**config.mk**
```make
export PLATFORM = sky130hd
export DESIGN_NAME = iaccess_top
export DESIGN_NICKNAME = d
export VERILOG_FILES = /design/src/rtl/iaccess_pkg.sv /design/src/rtl/iaccess_ptr_fsm.sv /design/src/rtl/iaccess_reg_bank.sv /design/src/rtl/iaccess_top.sv
export SDC_FILE = /design/constraint.sdc
export NUM_CORES = 1
export LEC_CHECK = 0
export ABC_AREA = 0
export BUFFER_PORTS_ARGS = -buffer_cell sky130_fd_sc_hd__clkbuf_2
export CAP_MARGIN = 0
export CORE_ASPECT_RATIO = 2
export CORE_MARGIN = 2
export CORE_UTILIZATION = 45
export CTS_CLUSTER_SIZE = 8
export DETAILED_ROUTE_END_ITERATION = 8
export GPL_TIMING_DRIVEN = 0
export PLACE_DENSITY = 0.57
export SYNTH_ARGS = -nofsm -noshare
export SYNTH_HDL_FRONTEND = slang
export SYNTH_SLANG_ARGS = --single-unit
```
**constraint.sdc**
```tcl
create_clock -name clk -period 8 [get_ports clk]
set_input_delay 1.2 -clock clk [delete_from_list [all_inputs] [get_ports clk]]
set_output_delay 1.2 -clock clk [all_outputs]
set_load 0.01 [all_outputs]
```
**src/rtl/iaccess_pkg.sv**
```systemverilog
package iaccess_pkg;
    localparam int DATA_W   = 8;
    localparam int IDX_W    = 5;
    localparam int SER_PW   = 4;
    localparam int DMA_PW   = 5;
    localparam int DMA_CFG  = 1;
    localparam logic [2:0] CMD_PT_HIGH = 3'b001;

    typedef enum logic {
        PTR_IDLE  = 1'b0,
        PTR_ARMED = 1'b1
    } ptr_state_e;
endpackage

```
**src/rtl/iaccess_ptr_fsm.sv**
```systemverilog
module iaccess_ptr_fsm
    import iaccess_pkg::*;
#(
    parameter int PW = 4
) (
    input  logic          clk,
    input  logic          rst_n,
    input  logic          load_i,
    input  logic [PW-1:0] load_val_i,
    input  logic          use_i,
    output logic [PW-1:0] ptr_o,
    output logic          armed_o
);
    ptr_state_e state_q, state_d;
    logic [PW-1:0] ptr_q, ptr_d;

    always_ff @(posedge clk) begin
        if (!rst_n) begin
            state_q <= PTR_IDLE;
            ptr_q   <= '0;
        end else begin
            state_q <= state_d;
            ptr_q   <= ptr_d;
        end
    end

    always_comb begin
        state_d = state_q;
        ptr_d   = ptr_q;
        unique case (state_q)
            PTR_IDLE: begin
                if (load_i && load_val_i != '0) begin
                    state_d = PTR_ARMED;
                    ptr_d   = load_val_i;
                end
            end
            PTR_ARMED: begin
                if (use_i) begin
                    state_d = PTR_IDLE;
                    ptr_d   = '0;
                end
            end
            default: begin
                state_d = PTR_IDLE;
                ptr_d   = '0;
            end
        endcase
    end

    assign ptr_o   = ptr_q;
    assign armed_o = (state_q == PTR_ARMED);

    assert_clear_after_use_R3: assert property (@(posedge clk) disable iff (!rst_n)
        (state_q == PTR_ARMED && use_i) |=> (ptr_o == '0 && !armed_o));
    assert_armed_nonzero_R3: assert property (@(posedge clk) disable iff (!rst_n)
        armed_o == (ptr_o != '0));
endmodule

```
**src/rtl/iaccess_reg_bank.sv**
```systemverilog
module iaccess_reg_bank
    import iaccess_pkg::*;
#(
    parameter int NREGS = 12
) (
    input  logic                         clk,
    input  logic                         rst_n,
    input  logic                         we_i,
    input  logic [IDX_W-1:0]             idx_i,
    input  logic [DATA_W-1:0]            wdata_i,
    output logic [NREGS-1:0][DATA_W-1:0] q_o
);
    assign q_o[0] = '0;

    for (genvar i = 1; i < NREGS; i++) begin : g_reg
        logic [DATA_W-1:0] r_q;
        always_ff @(posedge clk) begin
            if (!rst_n)
                r_q <= '0;
            else if (we_i && idx_i == IDX_W'(i))
                r_q <= wdata_i;
        end
        assign q_o[i] = r_q;
    end
endmodule

```
**src/rtl/iaccess_top.sv**
```systemverilog
module iaccess_top
    import iaccess_pkg::*;
#(
    parameter int SER_REGS = 12,
    parameter int DMA_REGS = 8
) (
    input  logic              clk,
    input  logic              rst_n,
    input  logic              mode_strap,
    input  logic              sel_a0,
    input  logic              sel_a1,
    input  logic              as_n,
    input  logic [DATA_W-1:0] bus_data,
    input  logic              wr_en,
    input  logic              rd_en,
    output logic [DATA_W-1:0] rd_data,
    output logic              rd_valid
);
    localparam int NCH = 2;

    logic              direct_q;
    logic              as_q;
    logic [5:0]        ad_lat_q;
    logic              ser_left_q;
    logic [SER_PW-1:0] ser_ptr;
    logic [DMA_PW-1:0] dma_ptr;
    logic              ser_armed, dma_armed;

    logic [SER_REGS-1:0][DATA_W-1:0] ser_q [NCH];
    logic [DMA_REGS-1:0][DATA_W-1:0] dma_q;

    // Strap capture and address strobe edge handling
    always_ff @(posedge clk) begin
        if (!rst_n) begin
            direct_q <= mode_strap;
            as_q     <= 1'b1;
            ad_lat_q <= '0;
        end else begin
            as_q <= as_n;
            if (as_q && !as_n)
                ad_lat_q <= bus_data[5:0];
        end
    end

    // Access decode
    logic is_dma, chan_a, acc_wr, acc_rd, acc_any, shift_left;
    logic [IDX_W-1:0] idx;

    always_comb begin
        is_dma     = !sel_a0;
        chan_a     = sel_a0 && sel_a1;
        acc_wr     = wr_en;
        acc_rd     = rd_en && !wr_en;
        acc_any    = acc_wr || acc_rd;
        shift_left = is_dma ? dma_q[DMA_CFG][0] : ser_left_q;
        if (direct_q)
            idx = shift_left ? ad_lat_q[5:1] : ad_lat_q[4:0];
        else if (is_dma)
            idx = dma_ptr;
        else
            idx = {{(IDX_W-SER_PW){1'b0}}, ser_ptr};
    end

    logic ser_hit, dma_hit;
    assign ser_hit = idx < IDX_W'(SER_REGS);
    assign dma_hit = idx < IDX_W'(DMA_REGS);

    // Pointer machines, one per bank
    logic              ser_load, dma_load, ser_use, dma_use;
    logic [SER_PW-1:0] ser_load_val;

    assign ser_load     = !direct_q && acc_wr && !is_dma && idx == '0;
    assign dma_load     = !direct_q && acc_wr &&  is_dma && idx == '0;
    assign ser_use      = !direct_q && acc_any && !is_dma;
    assign dma_use      = !direct_q && acc_any &&  is_dma;
    assign ser_load_val = {bus_data[5:3] == CMD_PT_HIGH, bus_data[2:0]};

    iaccess_ptr_fsm #(.PW(SER_PW)) u_ser_ptr (
        .clk(clk), .rst_n(rst_n), .load_i(ser_load), .load_val_i(ser_load_val),
        .use_i(ser_use), .ptr_o(ser_ptr), .armed_o(ser_armed)
    );

    iaccess_ptr_fsm #(.PW(DMA_PW)) u_dma_ptr (
        .clk(clk), .rst_n(rst_n), .load_i(dma_load), .load_val_i(bus_data[DMA_PW-1:0]),
        .use_i(dma_use), .ptr_o(dma_ptr), .armed_o(dma_armed)
    );

    // Serial shift mode, written through register 0 in direct mode
    always_ff @(posedge clk) begin
        if (!rst_n)
            ser_left_q <= 1'b0;
        else if (direct_q && acc_wr && !is_dma && idx == '0) begin
            if (bus_data[1:0] == 2'b01)
                ser_left_q <= 1'b1;
            else if (bus_data[1:0] == 2'b10)
                ser_left_q <= 1'b0;
        end
    end

    // Register storage
    for (genvar c = 0; c < NCH; c++) begin : g_chan
        logic we_c;
        assign we_c = acc_wr && !is_dma && ser_hit && (chan_a == (c == 0));
        iaccess_reg_bank #(.NREGS(SER_REGS)) u_bank (
            .clk(clk), .rst_n(rst_n), .we_i(we_c), .idx_i(idx),
            .wdata_i(bus_data), .q_o(ser_q[c])
        );
    end

    logic dma_we;
    assign dma_we = acc_wr && is_dma && dma_hit;
    iaccess_reg_bank #(.NREGS(DMA_REGS)) u_dma_bank (
        .clk(clk), .rst_n(rst_n), .we_i(dma_we), .idx_i(idx),
        .wdata_i(bus_data), .q_o(dma_q)
    );

    // Read selection
    logic [DATA_W-1:0] rd_mux;
    always_comb begin
        rd_mux = '0;
        if (is_dma) begin
            if (idx == '0)
                rd_mux = {{(DATA_W-DMA_PW){1'b0}}, dma_ptr};
            else
                for (int i = 1; i < DMA_REGS; i++)
                    if (idx == IDX_W'(i)) rd_mux = dma_q[i];
        end else begin
            if (idx == '0)
                rd_mux = {6'b0, ser_left_q, chan_a};
            else
                for (int i = 1; i < SER_REGS; i++)
                    if (idx == IDX_W'(i)) rd_mux = chan_a ? ser_q[0][i] : ser_q[1][i];
        end
    end

    always_ff @(posedge clk) begin
        if (!rst_n) begin
            rd_valid <= 1'b0;
            rd_data  <= '0;
        end else begin
            rd_valid <= acc_rd;
            rd_data  <= acc_rd ? rd_mux : '0;
        end
    end

    assert_rd_latency_R9: assert property (@(posedge clk) disable iff (!rst_n)
        (rd_en && !wr_en) |=> rd_valid);
    assert_no_spurious_R9: assert property (@(posedge clk) disable iff (!rst_n)
        !(rd_en && !wr_en) |=> !rd_valid);
    assert_direct_no_ptr_R5: assert property (@(posedge clk) disable iff (!rst_n)
        direct_q |-> (!ser_armed && !dma_armed));
    assert_dma_indep_R4: assert property (@(posedge clk) disable iff (!rst_n)
        (acc_any && sel_a0) |=> $stable(dma_ptr));
    assert_ser_indep_R4: assert property (@(posedge clk) disable iff (!rst_n)
        (acc_any && !sel_a0) |=> $stable(ser_ptr));
    assert_unimpl_read_R8: assert property (@(posedge clk) disable iff (!rst_n)
        (acc_rd && !is_dma && !ser_hit) |=> (rd_data == '0));
endmodule

```
After elaboration in Yosys (flattened, before gate mapping)
Index checks and enable logic that the tools add are counted.

Output and inout bits: 9. Bits in registers: 261.

Bitwise operators: 3. $lt $le $gt $ge: 2. Reductions and logical operators: 64. Equality and inequality tests: 18. Muxes and demuxes: 50.

Operator list (count): 8-bit 2-to-1 mux (32); 1-bit logical AND (51); 5-bit 2-to-1 mux (5); 5-bit by 3-bit equality test with 1-bit output (second input constant) (4); 5-bit by 4-bit equality test with 1-bit output (second input constant) (4); 5-bit by 2-bit equality test with 1-bit output (second input constant) (2); 5-bit by 4-bit < comparator with 1-bit output (second input constant) (2); 5-bit case mux with 2 select lines (1); 4-bit 2-to-1 mux (2); 4-bit case mux with 2 select lines (1); 2-bit AND reduction (4); 1-bit 2-to-1 mux (7); 5-bit by 1-bit equality test with 1-bit output (second input constant) (1); 5-bit zero test (1); 5-bit nonzero test (1); 1-bit zero test (4); 2-bit by 1-bit inequality test with 1-bit output (second input constant) (2); 2-bit inequality test (second input constant) (2); 1-bit case mux with 2 select lines (2); 4-bit nonzero test (1); 3-bit by 1-bit equality test with 1-bit output (second input constant) (1); 1-bit inverter (3); 2-bit by 1-bit equality test with 1-bit output (second input constant) (1); 2-bit equality test (second input constant) (1); 2 further kinds (2).

Logic depth before layout (Yosys ltp)
Gate-level depths: netlist of run 1.

Depth in word-level cells: 17. Mapped depth: 13. Gate-level depth less buffers: 8.

Cells and area by module
Synthesis of run 1 repeated with hierarchy kept, for this count alone.

Cell total of the unflattened synthesis: 1431. Area total of the unflattened synthesis: 12846.1 µm².

By module, submodules not included: iaccess_reg_bank at g_chan[0].u_bank ... (seq. area each 1761.7 µm², times used 2, cells an instance 319, area an instance 3316.9 µm²); iaccess_top (seq. area each 370.4 µm², times used 1, cells an instance 541, area an instance 3603.5 µm²); iaccess_reg_bank at u_dma_bank (seq. area each 1121.1 µm², times used 1, cells an instance 206, area an instance 2145.8 µm²); iaccess_ptr_fsm at u_dma_ptr (seq. area each 120.1 µm², times used 1, cells an instance 29, area an instance 254.0 µm²); iaccess_ptr_fsm at u_ser_ptr (seq. area each 100.1 µm², times used 1, cells an instance 17, area an instance 209.0 µm²).

Worst setup path before layout of run 1
No wires, ideal clock.

Path kind: input port to flip-flop. Start point: in sel_a0. End point: reg rd_data[1]. Data arrival time: 3.306 ns. Path buffers: 1. Setup slack: 4.580 ns. Data required time: 7.886 ns. Cell stages on the path: 9. Cells stage by stage: mux2i_1 > buf_4 > mux2i_1 > nand4_2 > nor3b_1 > o21ai_1 > a221oi_1 > o31ai_1 > a21o_1.

Word-level cells in the longest chain between the ends: 17. Elaborated cells between the ends (all ways): 49. Classes of those cells: eq/ne: 11; mux: 36; reduce/logical: 2.

RTL lines: start, declared (RTL line iaccess_top.sv:10) `input logic sel_a0,`; 1-bit 2-to-1 mux (RTL line iaccess_top.sv:55) `shift_left = is_dma ? dma_q[DMA_CFG][0] : ser_left_q;`; 5-bit 2-to-1 mux (RTL line iaccess_top.sv:57) `idx = shift_left ? ad_lat_q[5:1] : ad_lat_q[4:0];`; 5-bit 2-to-1 mux (RTL line iaccess_top.sv:56) `if (direct_q)`; 5-bit by 1-bit equality test with 1-bit output (RTL line iaccess_top.sv:126, iaccess_top.sv:132); 8-bit 2-to-1 mux (11 in a row) (RTL line iaccess_top.sv:132) `if (idx == IDX_W'(i)) rd_mux = chan_a ? ser_q[0][i] : ser_q[1][i];`; 8-bit 2-to-1 mux (RTL line iaccess_top.sv:128) `if (idx == '0)`; 8-bit 2-to-1 mux * (RTL line iaccess_top.sv:121) `if (is_dma) begin`; end signal, assigned (RTL line iaccess_top.sv:142) `rd_data <= acc_rd ? rd_mux : '0;`; end, declared (RTL line iaccess_top.sv:16) `output logic [DATA_W-1:0] rd_data,`.

Mark *: on every way between the ends. The rest lies on a longest branch, timed or not. A chain may end at the register's enable or synchronous reset.

Worst setup path in the final report of run 1
Start point: in sel_a0. End point: reg rd_data[3].

Same word-level chain as after synthesis.

==> impl_metrics.yaml, run 1 <==
grt:
  grt_pass1_vias: 11500
  track_usage: 0.359
  grt-ovfl-total: 0
  grt_pass1_wl_um: 75100
  antenna_found_initial: 0
  grt_max_degree: 11
setup_path:
  cpPeakStageDelay_ps: 1040
  cp.required_ps: 8440
  worst-path-buf-inv: 2
  worstPathMaxFanout: 10
  crit_slowest_cell: "o21ai_0"
  startpoint_type: "input pin"
  cpLargestDelayFamily: "compound AO/OA/AOI/OAI gates"
  startpoint: "sel_a0"
  reg2reg_from: "direct_q"
  cp_data_arrival_time_ps: 4920
  cp.depth: 10
  worstRegToRegCells: 9
  crit_type: "in -> reg"
  crit_chain: "clkbuf_2 -> mux2i_1 -> buf_4 -> mux2_2 -> nor2_1 -> nand2_1 -> o22a_1 -> o21ai_0 -> a211oi_1 -> o2bb2ai_1"
  end_kind: "flip-flop"
sta:
  setup_viol: 0
  clock.fmax_mhz: 223
  relSlewSlack: 0.0802
  post-route-period-util: 0.560
  worstMarginPinSlew_ps: 1370
  rsz0062_at_grt: "false"
  hold_slack_ps: 452
  slew_violations: 0
  layout_min_cycle_time_ps: 4480
  fin_skew_ps: 17.4
  finalSetupTns_ps: 0
  hold_viol: 0
drt:
  ant_nets: 0
  drtIter0Drc: 1077
  drc_errors: 0
  dr_total_vias: 12100
  wl_per_cell_um: 26.3
  wl_um: 51500
  dr.pass1.iters: 6
  vias_per_cell: 6.18
final_layout:
  layout-drive-gt1-share: 0.0776
  area_delta_synth_final_pct: 12.8
  final_nets: 1625
  num_antenna_cells: 0
floorplanning:
  die_y_um: 237
  io_pins: 25
  die-width_um: 121
  fp-row-count: 85
  coreArea_um2: 26800
  initial_core_util: 0.456
  fp.dieArea_um2: 28600
clocking:
  postCtsSetupRepairBufs: 0
  cts_tree: "built"
  htreeDepth: 2
  clkLatencyLatePin_ps: 530
  root_buffer: "clkbuf_16"
  cts_inserted_buffers: 38
  numClockSinks: 261
  clk_pin_slew_worst_paths_ps: 50
  holdBufCountCts: 0
  clock_path_buffers: 3
  cts_resized: 0
placed_design:
  port_buffers: 18
  hpwl_um: 37600
  gp_congestion: 1.03
yosys:
  synthTopCellsByArea: "dfxtp_1 43%, mux2i_1 10%, nand2_1 9.0%, nand3_1 7.7%, a21oi_1 7.4%"
  avgSynthCellArea_um2: 7.89
  ys_types: 67
  async_reset_ff_frac: 0
  synth_top_area_cell: "dfxtp_1"
  synth_edf_count: 1
  synth_nets: 1567
  seq_area_frac_synth: 0.428
  synthCells: 1549
  ys_seq_elements: 261
  yosysWarnings: 0
  syn_area_um2: 12200
  synth-main-ff-cell: "dfxtp_1"
  yosysTopAreaCellShare: 0.426
pwr:
  p_comb_frac: 0.108
  seq_power_share: 0.422
  switching_share: 0.273
  power_frac_clock: 0.470
  ir_drop_v: 0.000141
  internal_power_mw: 2.28
  power_density_nw_per_um2: 227
  p_leak_nw: 4.74
  power.switching_uw: 856
run:
  maxCapViolCount: 0
min_path:
  worst_hold_path_type: "reg -> reg"
  min_from: "g_chan[1].u_bank.g_reg[4].r_q[3]"
  whs_path_depth: 2
status:
  outcome: "finished, final reports clean"
[synthesized netlist by cell type (3+ instances only)]
library cell and count:
nand2b_1 4, a211o_1 3, a22oi_1 14, nand3b_1 6, o22ai_1 16, a221o_1 3, a211oi_1 11, clkbuf_1 80
a222oi_1 3, o22a_1 3, buf_2 28, o21ai_0 24, nor3b_1 6, inv_1 11, o32ai_1 5, a31oi_1 11
o211a_1 3, mux2_2 7, nor2b_1 8, and3_1 11, buf_1 19, nor2_1 135, a32oi_1 4, a21oi_1 180
o211ai_1 6, o2bb2ai_1 3, nand3_1 187, or2_2 4, nand2_1 292, nor2_2 3, nor3_4 5, nor3_1 12
buf_4 7, mux2i_1 127, dfxtp_1 260, a221oi_1 7, a311oi_1 5
[metrics by stage]
step	cell area [µm²]	worst slack (ps)	std cells	utilization	power (mW)
after global placement	12800	3280	1915	0.476	1.67
after floorplan	12200	4580	1549	-	1.53
after CTS	13800	3820	1958	0.515	3.12
final	13800	3520	1958	0.515	3.14
after global routing	13800	3530	1958	0.515	3.21
after detailed placement	12800	3320	1915	0.476	1.67
[tightest hold or removal path: stages (launching register included)]
cell and delay (ps):
dfxtp_1 300, nand2_1 50, a21oi_1 50
[path summary, 6_finish.rpt]
check	to	slack, ps
max	rd_data[3]	3520
min	g_chan[1].u_bank.g_reg[4].r_q[3]	450
max reg2reg	rd_data[3]	3820
min reg2reg	g_chan[1].u_bank.g_reg[4].r_q[3]	450
[metal layers]
metal,vias to the layer above,routed length [µm],GRT usage
li1,5517,-,-
met1,5709,17800,0.373
met4,0,5380,0.313
met2,614,24700,0.606
met5,-,0,0
met3,260,3590,0.0701
[cell type report]
cell class	instances	area, µm²
plain buffers	134	564
clock buffers	42	1030
clock inverters	1	5.00
fillers	2657	13000
inverters	12	45.0
multi-input cells	1142	6380
flip-flops and latches	261	5240
well taps	348	435
repair buffers	18	90.1
[logic make-up (layout without fill, tap and decap cells)]
family | after synthesis | after routing | synth area share
compound gates | 316 | 316 | 0.156
fa+ha+maj | 2 | 2 | 0.00205
flops | 261 | 261 | 0.428
buf+inv | 146 | 207 | 0.0498
simple gates | 690 | 690 | 0.254
mux | 134 | 134 | 0.110
[power by group through the flow]
stage | clock, mW | combinational (mW) | sequential, mW
after floorplan | 0 | 0.186 | 1.35
after global placement | 0 | 0.324 | 1.35
after detailed placement | 0 | 0.325 | 1.35
after CTS | 1.47 | 0.326 | 1.32
after global routing | 1.54 | 0.347 | 1.32
final | 1.47 | 0.339 | 1.32
[layout by cell type (no fill, tap or decap), types with 4 or more instances in the layout]
cell type / instances
a211oi_1: 11
nand2_1: 292
nand3b_1: 6
or2_2: 4
nand3_1: 187
buf_4: 7
clkbuf_2: 18
o211ai_1: 6
clkbuf_1: 81
buf_2: 28
nand2b_1: 4
mux2i_1: 127
mux2_2: 7
o32ai_1: 5
o22ai_1: 16
a22oi_1: 14
a31oi_1: 11
a311oi_1: 5
nor2b_1: 8
nor3_4: 5
o21ai_0: 24
a32oi_1: 4
and3_1: 11
a21oi_1: 180
nor2_1: 135
clkbuf_16: 41
nor3_1: 12
buf_1: 19
nor3b_1: 6
dfxtp_1: 260
inv_1: 11
a221oi_1: 7
[flip-flops by register name, indices dropped and copies added (netlist names)]
name,cells
rd_data,8
as_q,1
u_dma_ptr.armed_o,1
u_ser_ptr.ptr_o,4
rd_valid,1
ad_lat_q,6
u_dma_bank.g.r_q,56
g_chan.u_bank.g.r_q,176
ser_left_q,1
direct_q,1
u_ser_ptr.armed_o,1
u_dma_ptr.ptr_o,5
No activity file was read; power rests on OpenSTA's default activity.
==> inputs of run 2 (changes only) <==
--- a/config.mk
+++ b/config.mk
@@ -5,7 +5,7 @@
 export SDC_FILE = /design/constraint.sdc
 export NUM_CORES = 1
 export LEC_CHECK = 0
-export ABC_AREA = 0
+export ABC_AREA = 1
 export BUFFER_PORTS_ARGS = -buffer_cell sky130_fd_sc_hd__clkbuf_2
 export CAP_MARGIN = 0
 export CORE_ASPECT_RATIO = 2
@@ -14,7 +14,7 @@
 export CTS_CLUSTER_SIZE = 8
 export DETAILED_ROUTE_END_ITERATION = 8
 export GPL_TIMING_DRIVEN = 0
-export PLACE_DENSITY = 0.57
+export PLACE_DENSITY = 0.6
 export SYNTH_ARGS = -nofsm -noshare
 export SYNTH_HDL_FRONTEND = slang
 export SYNTH_SLANG_ARGS = --single-unit
==> constraint.sdc (replaced) <==
create_clock -name clk -period 3.8 [get_ports clk]
set_input_delay 0.57 -clock clk [delete_from_list [all_inputs] [get_ports clk]]
set_output_delay 0.57 -clock clk [all_outputs]
set_load 0.01 [all_outputs]
==> impl_metrics.yaml, run 2 <==
clocking:
  clk_pin_slew_worst_paths_ps: 50
  clock_path_buffers: 3
  postCtsSetupRepairBufs: 0
  cts_inserted_buffers: 38
  holdBufCountCts: 0
  root_buffer: "clkbuf_16"
  cts_resized: 0
  clkLatencyLatePin_ps: 540
  numClockSinks: 261
  cts_tree: "built"
  htreeDepth: 2
setup_path:
  end_kind: "flip-flop"
  cp_data_arrival_time_ps: 3310
  reg2reg_from: "direct_q"
  crit_type: "reg -> reg"
  worstRegToRegCells: 14
  r2r_slack_ps: 910
  crit_slowest_cell: "o21ai_1"
  worstPathMaxFanout: 10
  startpoint_type: "flip-flop"
  cp.required_ps: 4220
  path_common_cell: "nand3_1"
  cpPeakStageDelay_ps: 480
  worst-path-buf-inv: 3
  crit_chain: "buf_2 -> nand3_1 -> nand2_2 -> inv_2 -> nor2_8 -> nand2_8 -> clkinv_4 -> o21ai_2 -> a21oi_1 -> nand3_1 -> o21ai_1 -> nand3_1 -> nand2_1 -> a21oi_1"
  r2r_end: "rd_data[2]"
  cpLargestDelayFamily: "simple AND/OR/NAND/NOR gates"
yosys:
  synthTopCellsByCount: "279 x a21oi_1, 260 x dfxtp_1, 217 x o21ai_0"
  ys_seq_elements: 261
  ys_types: 44
  synth_edf_count: 1
  seq_area_frac_synth: 0.443
  async_reset_ff_frac: 0
  synth_nets: 1530
  yosysTopAreaCellShare: 0.441
  synth.most_common_cell: "a21oi_1"
  synthTopCellsByArea: "dfxtp_1 44%, a21oi_1 12%, o21ai_0 9.2%, nand2_1 6.5%, nand3_1 2.3%"
  synth_top_area_cell: "dfxtp_1"
  synth-main-ff-cell: "dfxtp_1"
  yosysWarnings: 0
  avgSynthCellArea_um2: 7.81
  syn_area_um2: 11800
  synthCells: 1512
pwr:
  internal_power_mw: 4.68
  seq_power_share: 0.437
  power_density_nw_per_um2: 478
  switching_share: 0.266
  p_comb_frac: 0.093
  power.switching_mw: 1.69
  ir_drop_v: 0.000381
  p_leak_nw: 5.40
  power_frac_clock: 0.470
final_layout:
  largest_register: "g_chan.u_bank.g.r_q"
  layout-drive-gt1-share: 0.149
  mostFrequentLayoutCells: "279 x a21oi_1, 260 x dfxtp_1, 217 x o21ai_0, 206 x nand2_1, 73 x nor2_1"
  fin_area_um2: 13300
  num_antenna_cells: 0
  final_nets: 1592
  reg.largest.list: "g_chan.u_bank.g.r_q (176), u_dma_bank.g.r_q (56), rd_data (8)"
  area_delta_synth_final_pct: 12.9
  final_common_cell: "a21oi_1"
  largest_reg_flops: 176
drt:
  dr.pass1.iters: 5
  dr_total_vias: 11000
  drc_errors: 0
  ant_nets: 0
  wl_um: 42000
  vias_per_cell: 5.74
  wl_per_cell_um: 21.9
  drtIter0Drc: 905
min_path:
  whs_path_depth: 1
  min_from: "mode_strap"
  worst_hold_path_type: "in -> reg"
  min_to: "direct_q"
grt:
  grt_pass1_wl_um: 63500
  grt-ovfl-total: 0
  track_usage: 0.303
  grt_max_degree: 12
  grt_pass1_vias: 10900
  antenna_found_initial: 0
run:
  maxCapViolCount: 0
sta:
  rsz0062_at_grt: "false"
  relSlewSlack: 0.360
  hold_viol: 0
  setup_viol: 0
  slew_violations: 0
  worstMarginPinSlew_ps: 960
  layout_min_cycle_time_ps: 2890
  fin_skew_ps: 20.0
  finalSetupTns_ps: 0
  clock.fmax_mhz: 346
  post-route-period-util: 0.761
floorplanning:
  die-width_um: 119
  coreArea_um2: 25800
  die_y_um: 233
  initial_core_util: 0.459
  io_pins: 25
  fp-row-count: 83
  fp.dieArea_um2: 27600
placed_design:
  placedInstanceArea_um2: 12300
  hpwl_um: 31000
  gp_congestion: 0.959
  port_buffers: 22
status:
  outcome: "finished, final reports clean"
[run 2: routing by layer]
layer,GRT usage,share of wire,vias up
met2,0.541,0.50,396
met5,0,0,-
met4,0.253,0.093,0
met1,0.313,0.36,5162
met3,0.0354,0.044,178
li1,-,-,5265
[run 2: final cells by class]
class	count	area [µm²]
inverter	93	365
timing repair buffer	22	110
buffer	110	622
tap	340	425
clock inverter	4	38.8
multi-input combinational	1048	5590
fill	2664	12400
sequential	261	5240
clock buffer	39	955
[run 2: worst max path at each step]
stage,to,slack [ps],start,cells past startpoint
floorplan,u_ser_ptr.ptr_o[1],1620,bus_data[0],12
global placement,rd_data[3],520,sel_a0,12
detailed placement,rd_data[3],520,sel_a0,12
CTS,rd_data[3],980,direct_q,11
global route,rd_data[4],840,direct_q,14
finish,rd_data[2],910,direct_q,14
[run 2: worst reg2reg max path, cell delays in order (launching register included)]
cell and delay (ps):
edfxtp_1 390, buf_2 260, nand3_1 130, nand2_2 120, inv_2 110, nor2_8 230
nand2_8 130, clkinv_4 140, o21ai_2 70, a21oi_1 250, nand3_1 130, o21ai_1 480
nand3_1 170, nand2_1 100, a21oi_1 60
[run 2: stage by stage]
| stage | instances | power [mW] | hold slack, ps | util | setup slack (ps) |
|---|---|---|---|---|---|
| floorplan | 1512 | 3.21 | 425 | - | 1620 |
| finish | 1917 | 6.38 | 202 | 0.518 | 909 |
| CTS | 1917 | 6.39 | 198 | 0.518 | 980 |
| detailed placement | 1874 | 3.43 | 441 | 0.479 | 521 |
| global placement | 1874 | 3.42 | 439 | 0.479 | 517 |
| global route | 1917 | 6.53 | 206 | 0.518 | 843 |
[run 2: kinds of logic (layout without fill, tap and decap cells)]
kind of cell / after synthesis / count (layout) / share of synthesized area
compound gates: 583 / 583 / 0.258
mux: 12 / 12 / 0.0102
buf+inv: 203 / 268 / 0.0836
simple gates: 451 / 451 / 0.202
flops: 261 / 261 / 0.443
fa+ha+maj: 2 / 2 / 0.00212
[run 2: power groups by stage]
stage / sequential (mW) / clock [mW] / combinational [mW]
6_report: 2.79 / 3.00 / 0.595
5_1_grt: 2.79 / 3.11 / 0.632
4_1_cts: 2.79 / 3.01 / 0.587
3_5_place_dp: 2.84 / 0 / 0.585
3_3_place_gp: 2.84 / 0 / 0.582
2_1_floorplan: 2.84 / 0 / 0.376
==> inputs of run 3 (changes only) <==
--- a/config.mk
+++ b/config.mk
@@ -14,7 +14,7 @@
 export CTS_CLUSTER_SIZE = 8
 export DETAILED_ROUTE_END_ITERATION = 8
 export GPL_TIMING_DRIVEN = 0
-export PLACE_DENSITY = 0.6
+export PLACE_DENSITY = 0.57
 export SYNTH_ARGS = -nofsm -noshare
 export SYNTH_HDL_FRONTEND = slang
 export SYNTH_SLANG_ARGS = --single-unit
==> constraint.sdc (replaced) <==
create_clock -name clk -period 3 [get_ports clk]
set_input_delay 0.45 -clock clk [delete_from_list [all_inputs] [get_ports clk]]
set_output_delay 0.45 -clock clk [all_outputs]
set_load 0.01 [all_outputs]
==> impl_metrics.yaml, run 3 (synthesized netlist as in run 2, its figures left out) <==
setup_path:
  path_common_cell: "nand3_1"
  worstRegToRegCells: 11
  r2r_end: "rd_data[4]"
  crit_type: "reg -> reg"
  crit_chain: "buf_2 -> o21ai_2 -> nor2_4 -> nand2_4 -> clkinv_2 -> o211ai_1 -> nand3_1 -> o21ai_1 -> nand3_1 -> nand2_1 -> a21oi_1"
  cp.depth: 11
  cpPeakStageDelay_ps: 450
  startpoint: "direct_q"
  end_kind: "flip-flop"
  cpLargestDelayFamily: "compound AO/OA/AOI/OAI gates"
  startpoint_type: "flip-flop"
  worst-path-buf-inv: 2
  cp.required_ps: 3410
  r2r_slack_ps: 120
  crit_slowest_cell: "o21ai_2"
  worstPathMaxFanout: 10
  cp_data_arrival_time_ps: 3300
  reg2reg_from: "direct_q"
pwr:
  p_comb_frac: 0.092
  power.switching_mw: 2.12
  power_density_nw_per_um2: 613
  seq_power_share: 0.431
  power_frac_clock: 0.477
  ir_drop_v: 0.000502
  p_total_mw: 8.20
  p_leak_nw: 5.43
  switching_share: 0.259
  internal_power_mw: 6.08
clocking:
  htreeDepth: 2
  root_buffer: "clkbuf_16"
  clock_path_buffers: 3
  cts_tree: "built"
  clk_pin_slew_worst_paths_ps: 50
  cts_inserted_buffers: 38
  clkLatencyLatePin_ps: 540
  numClockSinks: 261
floorplanning:
  die_y_um: 233
  coreArea_um2: 25800
  die-width_um: 119
  io_pins: 25
  fp.dieArea_um2: 27600
  fp-row-count: 83
  initial_core_util: 0.459
grt:
  grt_pass1_wl_um: 63400
  grt_pass1_vias: 10800
  grt_max_degree: 12
  grt-ovfl-total: 0
  antenna_found_initial: 0
  track_usage: 0.303
min_path:
  min_from: "mode_strap"
  whs_path_depth: 1
  worst_hold_path_type: "in -> reg"
  min_to: "direct_q"
final_layout:
  final_util: 0.520
  final_common_cell: "a21oi_1"
  num_antenna_cells: 0
  n_fill_cell: 2616
  final_nets: 1592
  area_delta_synth_final_pct: 13.3
  layout-drive-gt1-share: 0.150
  largest_register: "g_chan.u_bank.g.r_q"
  largest_reg_flops: 176
  fin_cells: 1917
  reg.largest.list: "g_chan.u_bank.g.r_q (176), u_dma_bank.g.r_q (56), rd_data (8)"
  mostFrequentLayoutCells: "279 x a21oi_1, 260 x dfxtp_1, 217 x o21ai_0, 206 x nand2_1, 73 x nor2_1"
sta:
  setup_viol: 0
  layout_min_cycle_time_ps: 2880
  slew_violations: 0
  clock.fmax_mhz: 347
  worstMarginPinSlew_ps: 985
  fin_skew_ps: 21.3
  relSlewSlack: 0.344
  setup_ws_ps: 116
  post-route-period-util: 0.961
  hold_viol: 0
  rsz0062_at_grt: "false"
drt:
  wl_um: 42300
  ant_nets: 0
  dr_total_vias: 10900
  drc_errors: 0
  wl_per_cell_um: 22.1
  dr.pass1.iters: 5
  drtIter0Drc: 711
  vias_per_cell: 5.69
placed_design:
  dp_cells: 1874
  hpwl_um: 31100
  port_buffers: 22
  dp_slack_ps: -146
  gp_congestion: 0.953
status:
  outcome: "finished, final reports clean"
run:
  maxCapViolCount: 0
run 3: cell count changes in the layout (fill, tap and decap cells not counted):
cell / change
clkbuf_16: +3
o21ai_2: +1
clkinv_8: -1
inv_6: -2
o21ai_1: -1
run 3: per-layer routing:
layer,routed length [µm],global-route usage,up-vias
li1,-,-,5266
met1,15500,0.321,5098
met2,21500,0.542,380
met3,2010,0.0396,162
met4,3380,0.230,0
met5,0,0,-
run 3: worst reg2reg max path, stage by stage (launching register included):
cell	delay [ps]
edfxtp_1	430
buf_2	220
o21ai_2	450
nor2_4	130
nand2_4	170
clkinv_2	210
o211ai_1	240
nand3_1	170
o21ai_1	430
nand3_1	160
nand2_1	90
a21oi_1	70
run 3: worst max path at each step:
stage and end:
2_1_floorplan u_ser_ptr.ptr_o[1], 3_3_place_gp rd_data[3], 4_1_cts rd_data[3], 5_1_grt rd_data[4]
6_report rd_data[4], 3_5_place_dp rd_data[3]
run 3: final cells by class:
type | instances | area (µm²) | share of cell area
Clock inverter | 1 | 5.00 | 0.000374
Inverter | 93 | 365 | 0.0273
Sequential cell | 261 | 5240 | 0.391
Buffer | 110 | 622 | 0.0465
Tap cell | 340 | 425 | 0.0318
Timing Repair Buffer | 22 | 110 | 0.00823
Multi-Input combinational cell | 1048 | 5590 | 0.418
Clock buffer | 42 | 1030 | 0.0769
run 3: power groups by stage:
stage / logic (mW) / clock network [mW] / registers [mW]
after floorplan: 0.477 / 0 / 3.60
after global placement: 0.740 / 0 / 3.60
after detailed placement: 0.742 / 0 / 3.60
after CTS: 0.743 / 3.95 / 3.53
after global routing: 0.800 / 4.06 / 3.53
final: 0.756 / 3.91 / 3.53
run 3: what timing repair did:
| item | CTS | global route |
|---|---|---|
| endpoints found under the setup margin | 0 | 1 |
| hold buffers | 0 | 0 |
| resized for setup | 0 | 1 |
| setup buffers | 0 | 0 |
run 3: metrics by stage:
step | hold slack, ps | instance area (µm²) | setup TNS (ps)
final | 85.7 | 13400 | 0
after global routing | 91.5 | 13400 | 0
after CTS | 75.3 | 13400 | 0
after detailed placement | 444 | 12300 | -818
after global placement | 439 | 12300 | -931
after floorplan | 425 | 11800 | 0
